File: config.mk
export PLATFORM = sky130hd
export DESIGN_NAME = cache_maint_seq
export DESIGN_NICKNAME = d
export VERILOG_FILES = /design/src/rtl/cms_pkg.sv /design/src/rtl/cms_event_slot.sv /design/src/rtl/cms_walk_ctr.sv /design/src/rtl/cms_ctrl.sv /design/src/rtl/cache_maint_seq.sv
export SDC_FILE = /design/constraint.sdc
export NUM_CORES = 1
export LEC_CHECK = 0
export BUFFER_PORTS_ARGS = -buffer_cell sky130_fd_sc_hd__buf_2
export CELL_PAD_IN_SITES_DETAIL_PLACEMENT = 0
export CELL_PAD_IN_SITES_GLOBAL_PLACEMENT = 1
export CORE_MARGIN = 1.5
export CORE_UTILIZATION = 40
export DETAILED_ROUTE_END_ITERATION = 8
export PLACE_DENSITY_LB_ADDON = 0.25
export SLEW_MARGIN = 5
export SYNTH_ARGS = -nofsm -noshare
export SYNTH_HDL_FRONTEND = slang
export SYNTH_HIERARCHICAL = 1
export SYNTH_SLANG_ARGS = --single-unit
File: constraint.sdc
create_clock -name clk -period 3.71 [get_ports clk]
set_input_delay 0.1855 -clock clk [delete_from_list [all_inputs] [get_ports clk]]
set_output_delay 0.1855 -clock clk [all_outputs]
set_load 0.03 [all_outputs]
File: src/rtl/cms_pkg.sv
// Package: shared constants and types of the cache maintenance sequencer.
// Assumes: a 32-byte cache line and an 8-byte data bus.
package cms_pkg;
    localparam int OFF_W = 5;   // byte offset bits within a line
    localparam int BE_W  = 8;   // byte enables of one bus beat
    localparam int NSRC  = 3;   // number of event sources held in slots

    // Sequencer states
    typedef enum logic [2:0] {
        S_IDLE   = 3'd0,
        S_WALK   = 3'd1,
        S_INVALL = 3'd2,
        S_DONE   = 3'd3,
        S_PROBE  = 3'd4,
        S_INVAL  = 3'd5
    } cms_state_e;

    // Event kinds; the value is also the slot index and the service priority (0 first)
    typedef enum logic [1:0] {
        K_INQ = 2'd0,
        K_ICF = 2'd1,
        K_DCW = 2'd2
    } cms_kind_e;
endpackage

File: src/rtl/cms_event_slot.sv
// Module: one holding slot for a snoop or inquire event.
// Captures the address when the event arrives and holds it until the controller takes it.
// Assumes: a source never raises a new event while its slot is full.
module cms_event_slot #(
    parameter int ADDR_W = 32
) (
    input  logic              clk,
    input  logic              rst_n,
    input  logic              ev_valid_i,
    input  logic [ADDR_W-1:0] ev_addr_i,
    input  logic              take_i,
    output logic              full_o,
    output logic [ADDR_W-1:0] addr_o
);
    logic              full_q;
    logic [ADDR_W-1:0] addr_q;

    // Purpose: set on arrival, clear when the controller takes the event
    always_ff @(posedge clk) begin
        if (!rst_n) begin
            full_q <= 1'b0;
            addr_q <= '0;
        end else if (ev_valid_i) begin
            full_q <= 1'b1;
            addr_q <= ev_addr_i;
        end else if (take_i) begin
            full_q <= 1'b0;
        end
    end

    assign full_o = full_q;
    assign addr_o = addr_q;

    // an event must never overwrite one that is still held
    p_slot_no_overrun_r9: assert property (@(posedge clk) disable iff (!rst_n)
        ev_valid_i |-> !full_q);

    // a taken event leaves the slot empty in the next cycle
    p_slot_clear_r9: assert property (@(posedge clk) disable iff (!rst_n)
        (take_i && !ev_valid_i) |=> !full_q);
endmodule

File: src/rtl/cms_walk_ctr.sv
// Module: set/way position counter of the flush walk.
// Sets go in ascending order, ways from 0 to WAYS-1 within a set.
// Assumes: start_i and step_i are never high in the same cycle.
module cms_walk_ctr #(
    parameter int SETS = 16,
    parameter int WAYS = 4,
    localparam int IDX_W = (SETS > 1) ? $clog2(SETS) : 1,
    localparam int WAY_W = (WAYS > 1) ? $clog2(WAYS) : 1
) (
    input  logic             clk,
    input  logic             rst_n,
    input  logic             start_i,
    input  logic             step_i,
    output logic [IDX_W-1:0] set_o,
    output logic [WAY_W-1:0] way_o,
    output logic             last_o
);
    localparam logic [IDX_W-1:0] SET_LAST = IDX_W'(SETS - 1);
    localparam logic [WAY_W-1:0] WAY_LAST = WAY_W'(WAYS - 1);

    logic [IDX_W-1:0] set_q;
    logic [WAY_W-1:0] way_q;

    // Purpose: clear on start, advance the way, then the set, on each step
    always_ff @(posedge clk) begin
        if (!rst_n || start_i) begin
            set_q <= '0;
            way_q <= '0;
        end else if (step_i) begin
            if (way_q == WAY_LAST) begin
                way_q <= '0;
                set_q <= (set_q == SET_LAST) ? '0 : set_q + 1'b1;
            end else begin
                way_q <= way_q + 1'b1;
            end
        end
    end

    assign set_o  = set_q;
    assign way_o  = way_q;
    assign last_o = (set_q == SET_LAST) && (way_q == WAY_LAST);

    // within a set the ways are visited in ascending order
    p_walk_way_step_r2: assert property (@(posedge clk) disable iff (!rst_n)
        (step_i && !start_i && way_q != WAY_LAST) |=> (way_q == $past(way_q) + 1'b1) && (set_q == $past(set_q)));

    // after the last way the walk moves to the next set, way 0
    p_walk_set_step_r2: assert property (@(posedge clk) disable iff (!rst_n)
        (step_i && !start_i && way_q == WAY_LAST && set_q != SET_LAST) |=> (way_q == '0) && (set_q == $past(set_q) + 1'b1));
endmodule

File: src/rtl/cms_ctrl.sv
// Module: sequencer state machine.
// It accepts flushes only when idle, runs the line walk, the bulk invalidate and the acknowledge.
// It serves held events one at a time through the probe port.
// Assumes: lookup responses are valid in the same cycle as the address or position that is driven.
module cms_ctrl
    import cms_pkg::*;
#(
    parameter int ADDR_W = 32,
    parameter int IDX_W  = 4,
    parameter int TAG_W  = 23
) (
    input  logic                         clk,
    input  logic                         rst_n,
    input  logic                         flush_pin_i,
    input  logic                         flush_instr_i,
    input  logic [NSRC-1:0]              slot_full_i,
    input  logic [NSRC-1:0][ADDR_W-1:0]  slot_addr_i,
    output logic [NSRC-1:0]              slot_take_o,
    output logic                         walk_start_o,
    output logic                         walk_step_o,
    input  logic                         walk_last_i,
    input  logic [IDX_W-1:0]             walk_set_i,
    input  logic                         walk_dirty_i,
    input  logic [TAG_W-1:0]             walk_tag_i,
    output logic [ADDR_W-1:0]            probe_addr_o,
    input  logic                         probe_dc_hit_i,
    input  logic                         probe_dc_dirty_i,
    input  logic                         probe_ic_hit_i,
    output logic                         wb_req_o,
    output logic [ADDR_W-1:0]            wb_addr_o,
    output logic [BE_W-1:0]              wb_be_o,
    output logic                         dc_inv_all_o,
    output logic                         ic_inv_all_o,
    output logic                         dc_inv_line_o,
    output logic                         ic_inv_line_o,
    output logic [ADDR_W-1:0]            inv_addr_o,
    output logic                         flush_done_pin_o,
    output logic                         flush_done_instr_o
);
    cms_state_e        state_q, state_d;
    cms_kind_e         kind_q, kind_d;
    logic [ADDR_W-1:0] addr_q, addr_d;
    logic              src_pin_q, src_instr_q;
    logic [1:0]        pick;
    logic              any_pending;
    logic [ADDR_W-1:0] line_addr;

    // Purpose: choose the lowest-numbered full slot (inquire first)
    always_comb begin
        pick = 2'd0;
        for (int j = NSRC - 1; j >= 0; j--) begin
            if (slot_full_i[j]) pick = 2'(j);
        end
    end

    assign any_pending = |slot_full_i;
    assign line_addr   = {addr_q[ADDR_W-1:OFF_W], {OFF_W{1'b0}}};

    // Purpose: next state, event capture and slot/walk control
    always_comb begin
        state_d      = state_q;
        kind_d       = kind_q;
        addr_d       = addr_q;
        slot_take_o  = '0;
        walk_start_o = 1'b0;
        walk_step_o  = 1'b0;
        unique case (state_q)
            S_IDLE: begin
                if (flush_pin_i || flush_instr_i) begin
                    state_d      = S_WALK;
                    walk_start_o = 1'b1;
                end else if (any_pending) begin
                    state_d           = S_PROBE;
                    kind_d            = cms_kind_e'(pick);
                    addr_d            = slot_addr_i[pick];
                    slot_take_o[pick] = 1'b1;
                end
            end
            S_WALK: begin
                walk_step_o = 1'b1;
                if (walk_last_i) state_d = S_INVALL;
            end
            S_INVALL: state_d = S_DONE;
            S_DONE:   state_d = S_IDLE;
            S_PROBE: begin
                unique case (kind_q)
                    K_ICF:   state_d = probe_dc_hit_i ? S_INVAL : S_IDLE;
                    K_DCW:   state_d = probe_ic_hit_i ? S_INVAL : S_IDLE;
                    default: state_d = S_IDLE;
                endcase
            end
            S_INVAL: state_d = S_IDLE;
            default: state_d = S_IDLE;
        endcase
    end

    // Purpose: state registers and the latched flush source flags
    always_ff @(posedge clk) begin
        if (!rst_n) begin
            state_q     <= S_IDLE;
            kind_q      <= K_INQ;
            addr_q      <= '0;
            src_pin_q   <= 1'b0;
            src_instr_q <= 1'b0;
        end else begin
            state_q <= state_d;
            kind_q  <= kind_d;
            addr_q  <= addr_d;
            if (walk_start_o) begin
                src_pin_q   <= flush_pin_i;
                src_instr_q <= flush_instr_i;
            end
        end
    end

    // Purpose: writeback request from the walk or from a modified probe hit
    always_comb begin
        wb_req_o  = 1'b0;
        wb_addr_o = '0;
        if (state_q == S_WALK) begin
            wb_req_o  = walk_dirty_i;
            wb_addr_o = {walk_tag_i, walk_set_i, {OFF_W{1'b0}}};
        end else if (state_q == S_PROBE && kind_q != K_DCW) begin
            wb_req_o  = probe_dc_hit_i && probe_dc_dirty_i;
            wb_addr_o = line_addr;
        end
        if (!wb_req_o) wb_addr_o = '0;
    end

    assign wb_be_o            = wb_req_o ? {BE_W{1'b1}} : '0;
    assign probe_addr_o       = addr_q;
    assign dc_inv_all_o       = (state_q == S_INVALL);
    assign ic_inv_all_o       = (state_q == S_INVALL);
    assign dc_inv_line_o      = (state_q == S_INVAL) && (kind_q == K_ICF);
    assign ic_inv_line_o      = (state_q == S_INVAL) && (kind_q == K_DCW);
    assign inv_addr_o         = (state_q == S_INVAL) ? line_addr : '0;
    assign flush_done_pin_o   = (state_q == S_DONE) && src_pin_q;
    assign flush_done_instr_o = (state_q == S_DONE) && src_instr_q;

    // the bulk invalidate is followed by at least one acknowledge
    p_ack_after_inv_r4: assert property (@(posedge clk) disable iff (!rst_n)
        dc_inv_all_o |=> (flush_done_pin_o || flush_done_instr_o));

    // an acknowledge lasts a single cycle
    p_ack_pulse_r4: assert property (@(posedge clk) disable iff (!rst_n)
        (flush_done_pin_o || flush_done_instr_o) |=> !(flush_done_pin_o || flush_done_instr_o));

    // a running walk is not restarted by a new flush request
    p_walk_keeps_r5: assert property (@(posedge clk) disable iff (!rst_n)
        (state_q == S_WALK && !walk_last_i) |=> (state_q == S_WALK && !walk_start_o));

    // a single-line invalidate comes only right after a probe
    p_inv_after_probe_r6: assert property (@(posedge clk) disable iff (!rst_n)
        (dc_inv_line_o || ic_inv_line_o) |-> $past(state_q) == S_PROBE);

    // a writeback always has full byte enables and a line-aligned address
    p_wb_shape_r10: assert property (@(posedge clk) disable iff (!rst_n)
        wb_req_o |-> (wb_be_o == {BE_W{1'b1}} && wb_addr_o[OFF_W-1:0] == '0));

    // no writeback is issued in the cycle of the bulk invalidate
    p_no_wb_at_invall_r3: assert property (@(posedge clk) disable iff (!rst_n)
        dc_inv_all_o |-> !wb_req_o);
endmodule

File: src/rtl/cache_maint_seq.sv
// Module: top of the cache flush and snoop coherence sequencer.
// Holds one event slot per source and instantiates the walk counter and the controller.
// Assumes: ADDR_W leaves room for a tag above the set index and the 5-bit line offset.
module cache_maint_seq
    import cms_pkg::*;
#(
    parameter int ADDR_W = 32,
    parameter int SETS   = 16,
    parameter int WAYS   = 4,
    localparam int IDX_W = (SETS > 1) ? $clog2(SETS) : 1,
    localparam int WAY_W = (WAYS > 1) ? $clog2(WAYS) : 1,
    localparam int TAG_W = ADDR_W - IDX_W - OFF_W
) (
    input  logic              clk,
    input  logic              rst_n,
    input  logic              flush_pin_i,
    input  logic              flush_instr_i,
    input  logic              icfill_valid_i,
    input  logic [ADDR_W-1:0] icfill_addr_i,
    input  logic              dcwr_valid_i,
    input  logic [ADDR_W-1:0] dcwr_addr_i,
    input  logic              inq_valid_i,
    input  logic [ADDR_W-1:0] inq_addr_i,
    output logic [IDX_W-1:0]  walk_set_o,
    output logic [WAY_W-1:0]  walk_way_o,
    input  logic              walk_dirty_i,
    input  logic [TAG_W-1:0]  walk_tag_i,
    output logic [ADDR_W-1:0] probe_addr_o,
    input  logic              probe_dc_hit_i,
    input  logic              probe_dc_dirty_i,
    input  logic              probe_ic_hit_i,
    output logic              wb_req_o,
    output logic [ADDR_W-1:0] wb_addr_o,
    output logic [7:0]        wb_be_o,
    output logic              dc_inv_all_o,
    output logic              ic_inv_all_o,
    output logic              dc_inv_line_o,
    output logic              ic_inv_line_o,
    output logic [ADDR_W-1:0] inv_addr_o,
    output logic              flush_done_pin_o,
    output logic              flush_done_instr_o
);
    logic [NSRC-1:0]             ev_valid;
    logic [NSRC-1:0][ADDR_W-1:0] ev_addr;
    logic [NSRC-1:0]             slot_full;
    logic [NSRC-1:0][ADDR_W-1:0] slot_addr;
    logic [NSRC-1:0]             slot_take;
    logic                        walk_start, walk_step, walk_last;

    // Purpose: order the sources by slot index, which is also the service priority
    assign ev_valid[K_INQ] = inq_valid_i;
    assign ev_addr[K_INQ]  = inq_addr_i;
    assign ev_valid[K_ICF] = icfill_valid_i;
    assign ev_addr[K_ICF]  = icfill_addr_i;
    assign ev_valid[K_DCW] = dcwr_valid_i;
    assign ev_addr[K_DCW]  = dcwr_addr_i;

    for (genvar g = 0; g < NSRC; g++) begin : g_slot
        cms_event_slot #(.ADDR_W(ADDR_W)) i_slot (
            .clk        (clk),
            .rst_n      (rst_n),
            .ev_valid_i (ev_valid[g]),
            .ev_addr_i  (ev_addr[g]),
            .take_i     (slot_take[g]),
            .full_o     (slot_full[g]),
            .addr_o     (slot_addr[g])
        );
    end

    cms_walk_ctr #(.SETS(SETS), .WAYS(WAYS)) i_walk (
        .clk     (clk),
        .rst_n   (rst_n),
        .start_i (walk_start),
        .step_i  (walk_step),
        .set_o   (walk_set_o),
        .way_o   (walk_way_o),
        .last_o  (walk_last)
    );

    cms_ctrl #(.ADDR_W(ADDR_W), .IDX_W(IDX_W), .TAG_W(TAG_W)) i_ctrl (
        .clk                (clk),
        .rst_n              (rst_n),
        .flush_pin_i        (flush_pin_i),
        .flush_instr_i      (flush_instr_i),
        .slot_full_i        (slot_full),
        .slot_addr_i        (slot_addr),
        .slot_take_o        (slot_take),
        .walk_start_o       (walk_start),
        .walk_step_o        (walk_step),
        .walk_last_i        (walk_last),
        .walk_set_i         (walk_set_o),
        .walk_dirty_i       (walk_dirty_i),
        .walk_tag_i         (walk_tag_i),
        .probe_addr_o       (probe_addr_o),
        .probe_dc_hit_i     (probe_dc_hit_i),
        .probe_dc_dirty_i   (probe_dc_dirty_i),
        .probe_ic_hit_i     (probe_ic_hit_i),
        .wb_req_o           (wb_req_o),
        .wb_addr_o          (wb_addr_o),
        .wb_be_o            (wb_be_o),
        .dc_inv_all_o       (dc_inv_all_o),
        .ic_inv_all_o       (ic_inv_all_o),
        .dc_inv_line_o      (dc_inv_line_o),
        .ic_inv_line_o      (ic_inv_line_o),
        .inv_addr_o         (inv_addr_o),
        .flush_done_pin_o   (flush_done_pin_o),
        .flush_done_instr_o (flush_done_instr_o)
    );
endmodule

==> results of run 1 <==
[cell usage in the layout (no fill, tap or decap), types with 2 or more instances in the layout]
cell type,n
nand2_1,43
o21a_1,4
o21ai_0,36
clkinv_4,3
ha_1,4
and2_1,31
mux2i_1,130
conb_1,10
clkbuf_1,3
nor2_1,37
or3_1,2
nand2b_1,2
and3_1,4
a22oi_1,28
a22o_1,32
clkinv_2,4
nor2b_1,103
nand3_1,2
clkbuf_16,17
inv_1,4
dfxtp_1,144
a21oi_1,12
buf_2,236
buf_4,10
clkbuf_8,3
[cell type report]
class	count	area, um2
clock buffers	23	478
clock inverters	9	83.8
fillers	1637	8220
inverters	5	18.8
multi-input cells	497	3550
flip-flops and latches	144	2880
well taps	220	275
repair buffers	246	1260
[logic make-up (layout without fill, tap and decap cells)]
logic type               Yosys count  count (layout)  share of synthesized area [%]
flip-flops                       144             144                           41.7
other                              1              10                         0.0543
multiplexers                     130             130                           18.8
AND/OR/NAND/NOR                  236             236                           19.0
adder cells (fa/ha/maj)            4               4                          0.724
buffers and inverters             73             283                           7.80
XOR/XNOR                           1               1                          0.127
AO/OA/AOI/OAI                    116             116                           11.7
[through the flow]
step / util (%) / setup WS (ns)
CTS: 51.0 / 0.975
floorplan: - / 1.74
detailed placement: 47.6 / 1.43
finish: 51.0 / 1.00
global placement: 47.6 / 1.48
global route: 51.0 / 0.798
[sequential cells by signal, summed over array words and instances, names as in the netlist]
signal,cells
g_slot.i_slot/addr_o,96
g_slot.i_slot/full_o,3
i_ctrl/kind_q,2
i_ctrl/probe_addr_o,32
i_ctrl/src_instr_q,1
i_ctrl/src_pin_q,1
i_ctrl/state_q,3
i_walk/set_o,4
i_walk/way_o,2
[worst max-delay path, delay by kind of cell, from the launching register on]
kind	cells	cell delay, ns
AND/OR/NAND/NOR	2	0.81
flip-flops	1	0.47
buffers and inverters	2	0.44
AO/OA/AOI/OAI	1	0.39
[routing by layer]
| layer | up-vias | track usage [%] | wire length (um) |
|---|---|---|---|
| li1 | 2826 | - | - |
| met1 | 2458 | 27.0 | 8910 |
| met2 | 178 | 30.4 | 8010 |
| met3 | 12 | 5.18 | 990 |
| met4 | 0 | 5.56 | 163 |
| met5 | - | 0 | 0 |
[path summary, 6_finish.rpt]
check / depth (start not counted) / end / from / slack, ns
max: 5 / wb_be_o[5] / i_ctrl/state_q[2]$_SDFFE_PN0P_ / 1.0
min: 3 / g_slot[1].i_slot/addr_o[29]$_SDFFE_PN0P_ / icfill_addr_i[29] / 0.03
max reg2reg: 5 / i_ctrl/probe_addr_o[3]$_SDFFE_PN0P_ / i_ctrl/state_q[1]$_SDFFE_PN0P_ / 1.63
min reg2reg: 2 / i_ctrl/src_pin_q$_SDFFE_PN0N_ / i_ctrl/src_pin_q$_SDFFE_PN0N_ / 0.46
[power breakdown]
group | switching [mW] | internal, mW
sequential | 0.0546 | 1.63
combinational | 0.329 | 0.234
clock | 0.641 | 0.974
==> results.sh, run 1 <==
export IMPL_outcome="completed"
export IMPL_fmax_mhz=369
export IMPL_design_power_total_mw=3.86
export IMPL_final_cell_count_no_fill=1144
export IMPL_setup_viol_count_final=0
export IMPL_drt_iter0_markers=236
export IMPL_path_class="reg2out"
export IMPL_synth_most_common_cell="dfxtp_1"
export IMPL_hp_class="in2reg"
export IMPL_netlist_top_cell_by_area="dfxtp_1"
export IMPL_grt_max_degree=59
export IMPL_via_count=5474
export IMPL_yosysUniqueCellTypes=39
export IMPL_htree_levels=4
export IMPL_die_h_um=134
export IMPL_root_buffer="clkbuf_16"
export IMPL_synth_area_leaders="dfxtp_1, mux2i_1, nor2b_1, a22o_1, a22oi_1"
export IMPL_yosysWarnings=6
export IMPL_critPathSlowestCell="dfxtp_1"
export IMPL_die_w_um=134
export IMPL_max_stage_delay_ns=0.47
export IMPL_synth_seq_cells=144
export IMPL_vdd_ir_drop_max_mv=0.271
export IMPL_yosysSeqAreaShare_pct=41.7
export IMPL_cp_required_ns=3.52
export IMPL_avgSynthCellArea_um2=9.80
export IMPL_antenna_found_initial=0
export IMPL_wl_per_cell_um=15.8
export IMPL_synth_commonest_cells="dfxtp_1, mux2i_1, nor2b_1, nand2_1, nor2_1"
export IMPL_cp_arrival_ns=2.52
export IMPL_clock_sink_count=144
export IMPL_timing_final_crit_share_pct=73.1
export IMPL_gp_congestion=0.751
export IMPL_worstPathCellList="or3b_4 > nor2_8 > a32oi_4 > inv_2 > buf_2"
export IMPL_path_clk_slew_ns=0.06
export IMPL_cts_tree="built"
export IMPL_dr_pass1_iters=5
export IMPL_cts_resized_gates=0
export IMPL_cp_max_fo=28
export IMPL_period_minus_slack_ns=2.71
export IMPL_hold_buffers=0
export IMPL_power_density_nw_per_um2=452
export IMPL_rsz0062_at_grt="false"
export IMPL_start_util_pct=41.2
export IMPL_synth_edff_count=0
export IMPL_postPlaceCellArea_um2=7980
export IMPL_synth_top_area_share_pct=41.7
export IMPL_maxSlewViolCount=0
export IMPL_finalClockSkew_ns=0.00747
export IMPL_routed_wl_mm=18.1
export IMPL_ys_async_sr_fraction_pct=0
export IMPL_setup_worst_path_start_class="flip-flop"
export IMPL_leakage_nw=3.99
export IMPL_die_area_um2=18100
export IMPL_dpl_cell_count=1112
export IMPL_syn_inst=705
export IMPL_grt_usage_pct=19.6
export IMPL_layout_nets=1045
export IMPL_tightest_slew_ns=1.07
export IMPL_area_growth_pct=23.6
export IMPL_tns_ns=0
export IMPL_max_slew_margin_rel_pct=28.4
export IMPL_hpwl_mm=12.9
export IMPL_io_pins=247
export IMPL_cts_setup_buffers=0
export IMPL_fin_area_um2=8540
export IMPL_numPortBuffers=236
export IMPL_clk_insertion_delay_late_ns=0.41
export IMPL_cts_max_path_buffers=2
export IMPL_cts_buffers=17
export IMPL_post_route_cells_drive_above_1_share_pct=31.1
export IMPL_antenna_left=0
export IMPL_drc_errors=0
export IMPL_n_antenna_cell=0
export IMPL_cap_violations=0
export IMPL_grt_pass1_wl_mm=27.3
export IMPL_netlist_area_um2=6910
export IMPL_vias_per_cell=4.78
export IMPL_end_kind="primary output"
export IMPL_grt_pass1_vias=4949
export IMPL_final_hold_viol_count=0
export IMPL_core_area_um2=16800
export IMPL_grt_remaining_overflow=0
export IMPL_synthFlopType="dfxtp_1"
export IMPL_rows=47
export IMPL_whs_ns=0.0287
(Power assumes the default switching activity.)
==> run 2: changes to the inputs <==
Settings changed: ABC_AREA from default to 1, CORE_UTILIZATION 40 to 34.
Clock period 3.71 ns to 2.8 ns, I/O delays scaled along.
==> run 2 against run 1 <==
Via count grew 39%. Critical path depth is 3 higher. Count of clock-buffer cells in the layout decreased by 4. First-iteration DRC count is 37% higher. Power up 46%. Sequential share of layout area is 4.3 points lower. Clock skew up 0.00068 ns. Combinational power grew 130%. Setup slack lost 0.60 ns. Largest power group unchanged.
==> results.sh, run 2 <==
export IMPL_outcome="completed"
export IMPL_yosysWarnings=6
export IMPL_layout_nets=1554
export IMPL_cts_resized_gates=0
export IMPL_syn_inst=1131
export IMPL_whs_ns=0.184
export IMPL_end_kind="primary output"
export IMPL_multi_input_area_um2=3420
export IMPL_path_class="reg2out"
export IMPL_die_area_um2=22200
export IMPL_grt_remaining_overflow=0
export IMPL_cts_tree="built"
export IMPL_drc_errors=0
export IMPL_cp_max_fo=36
export IMPL_die_h_um=149
export IMPL_grt_max_degree=71
export IMPL_design_power_total_mw=5.62
export IMPL_hpwl_mm=15.5
export IMPL_cts_setup_buffers=0
export IMPL_post_route_cells_drive_above_1_share_pct=20.6
export IMPL_synth_edff_count=0
export IMPL_core_area_um2=21000
export IMPL_grt_usage_pct=21.0
export IMPL_cap_violations=0
export IMPL_fmax_mhz=416
export IMPL_period_minus_slack_ns=2.40
export IMPL_antenna_left=0
export IMPL_synth_compound_area_share_pct=10.0
export IMPL_synth_top_area_share_pct=39.7
export IMPL_synth_most_common_cell="nor2_1"
export IMPL_gp_congestion=0.775
export IMPL_antenna_found_initial=0
export IMPL_tightest_slew_ns=0.755
export IMPL_layout_common_cells="nor2_1, nand2_1, buf_2, dfxtp_1"
export IMPL_wl_per_cell_um=13.9
export IMPL_htree_levels=4
export IMPL_yosysSeqAreaShare_pct=39.7
export IMPL_setup_viol_count_final=0
export IMPL_cts_buffers=17
export IMPL_timing_final_crit_share_pct=85.8
export IMPL_power_density_nw_per_um2=574
export IMPL_fin_util_pct=46.8
export IMPL_synthMuxAreaShare_pct=0
export IMPL_grt_pass1_vias=7072
export IMPL_finalClockSkew_ns=0.00815
export IMPL_cp_arrival_ns=2.26
export IMPL_reg2reg_depth=7
export IMPL_tns_ns=0
export IMPL_netlist_top_cell_by_area="dfxtp_1"
export IMPL_holdPathStages=7
export IMPL_rsz0062_at_grt="false"
export IMPL_die_w_um=149
export IMPL_synth_adder_area_share_pct=0.690
export IMPL_grt_pass1_wl_mm=36.4
export IMPL_final_hold_viol_count=0
export IMPL_final_common_cell="nor2_1"
export IMPL_rows=53
export IMPL_via_count=7600
export IMPL_yosys_area_share_xor_xnor_pct=0.121
export IMPL_yosysUniqueCellTypes=28
export IMPL_root_buffer="clkbuf_16"
export IMPL_n_antenna_cell=0
export IMPL_io_pins=247
export IMPL_cts_max_path_buffers=2
export IMPL_max_slew_margin_rel_pct=49.5
export IMPL_synth_commonest_cells="nor2_1, nand2_1, dfxtp_1, o21ai_0, inv_1"
export IMPL_numPortBuffers=236
export IMPL_leakage_nw=5.06
export IMPL_synth_top_family_by_area="simple AND/OR/NAND/NOR gates"
export IMPL_synthFlopType="dfxtp_1"
export IMPL_netlist_area_um2=7260
export IMPL_hp_class="in2reg"
export IMPL_yosys_area_share_simple_pct=35.7
export IMPL_routed_wl_mm=23.7
export IMPL_vias_per_cell=4.45
export IMPL_ys_async_sr_fraction_pct=0
export IMPL_setup_worst_path_start_class="flip-flop"
export IMPL_dr_pass1_iters=5
export IMPL_vdd_ir_drop_max_mv=0.394
export IMPL_avgSynthCellArea_um2=6.42
export IMPL_drt_iter0_markers=323
export IMPL_regArea_um2=2880
export IMPL_synth_area_leaders="dfxtp_1, nor2_1, nand2_1, o21ai_0, inv_1"
export IMPL_fillCellCount=2245
export IMPL_largest_reg_flops=96
export IMPL_clock_sink_count=144
export IMPL_cp_required_ns=2.66
export IMPL_clk_insertion_delay_late_ns=0.42
export IMPL_maxSlewViolCount=0
export IMPL_start_util_pct=34.6
export IMPL_area_growth_pct=35.1
export IMPL_synth_seq_cells=144
export IMPL_path_clk_slew_ns=0.06
[run 2: changes by cell type in the layout (fill, tap and decap cells not counted), moves of 28 or more]
cell	delta
nor2b_1	-103
inv_1	+89
and2_1	-31
nand2_1	+258
a22o_1	-32
nor2_1	+266
a22oi_1	-28
nand3_1	+41
o21ai_0	+62
dlygate4sd3_1	+98
mux2i_1	-130
[run 2: worst paths after layout]
check | startpoint | endpoint | slack (ns)
worst max register to register | i_ctrl/state_q[1]$_SDFFE_PN0P_ | i_ctrl/probe_addr_o[30]$_SDFFE_PN0P_ | 0.93
worst max-delay path | i_ctrl/kind_q[0]$_SDFFE_PN0P_ | wb_addr_o[11] | 0.40
worst min register to register | i_ctrl/src_pin_q$_SDFFE_PN0N_ | i_ctrl/src_pin_q$_SDFFE_PN0N_ | 0.46
worst min-delay path | probe_ic_hit_i | i_ctrl/state_q[0]$_SDFFE_PN0P_ | 0.18
[run 2: layer usage]
metal  share of wire [%]  wire length (um)  GRT usage (%)
met5                   0                 0              0
met4                0.84               199           4.85
met3                 4.5              1060           3.55
met2                  46             11000           35.1
met1                  48             11400           28.1
[run 2: power breakdown]
group | total [mW] | switching [mW] | internal, mW
sequential | 2.31 | 0.102 | 2.21
combinational | 1.27 | 0.829 | 0.445
clock | 2.04 | 0.906 | 1.13
total | 5.62 | 1.84 | 3.79
[run 2: kinds of logic after synthesis]
group / count (synthesis)
simple gates: 658
buf+inv: 181
flops: 144
compound gates: 142
fa+ha+maj: 4
xor+xnor: 1
other cells: 1
[run 2: stage by stage]
step / cells / instance area (um2) / setup WS [ns]
after CTS: 1708 / 9800 / 0.352
after floorplan: 1140 / 7290 / 1.19
after detailed placement: 1578 / 8300 / 0.807
after global routing: 1708 / 9800 / 0.156
after global placement: 1578 / 8300 / 0.879
final: 1708 / 9800 / 0.398
[run 2: what timing repair did]
item                                    CTS  global route
hold buffers                             98             0
endpoints found under the setup margin    0             0
endpoints found under the hold margin    98             0
[run 2: layout make-up]
class / instances / share of cell area [%]
Clock inverter: 13 / 0.906
Clock buffer: 19 / 4.42
Timing Repair Buffer: 344 / 23.1
Inverter: 98 / 3.75
Multi-Input combinational cell: 815 / 34.9
Sequential cell: 144 / 29.4
Tap cell: 275 / 3.51
[run 2: critical path, stage by stage (launching register included)]
cell and delay, ns:
dfxtp_1 0.35, inv_1 0.05, ha_1 0.28, nor2_8 0.36, nand3_2 0.14, nand2_4 0.30, nand2_1 0.11, inv_1 0.06
buf_2 0.18
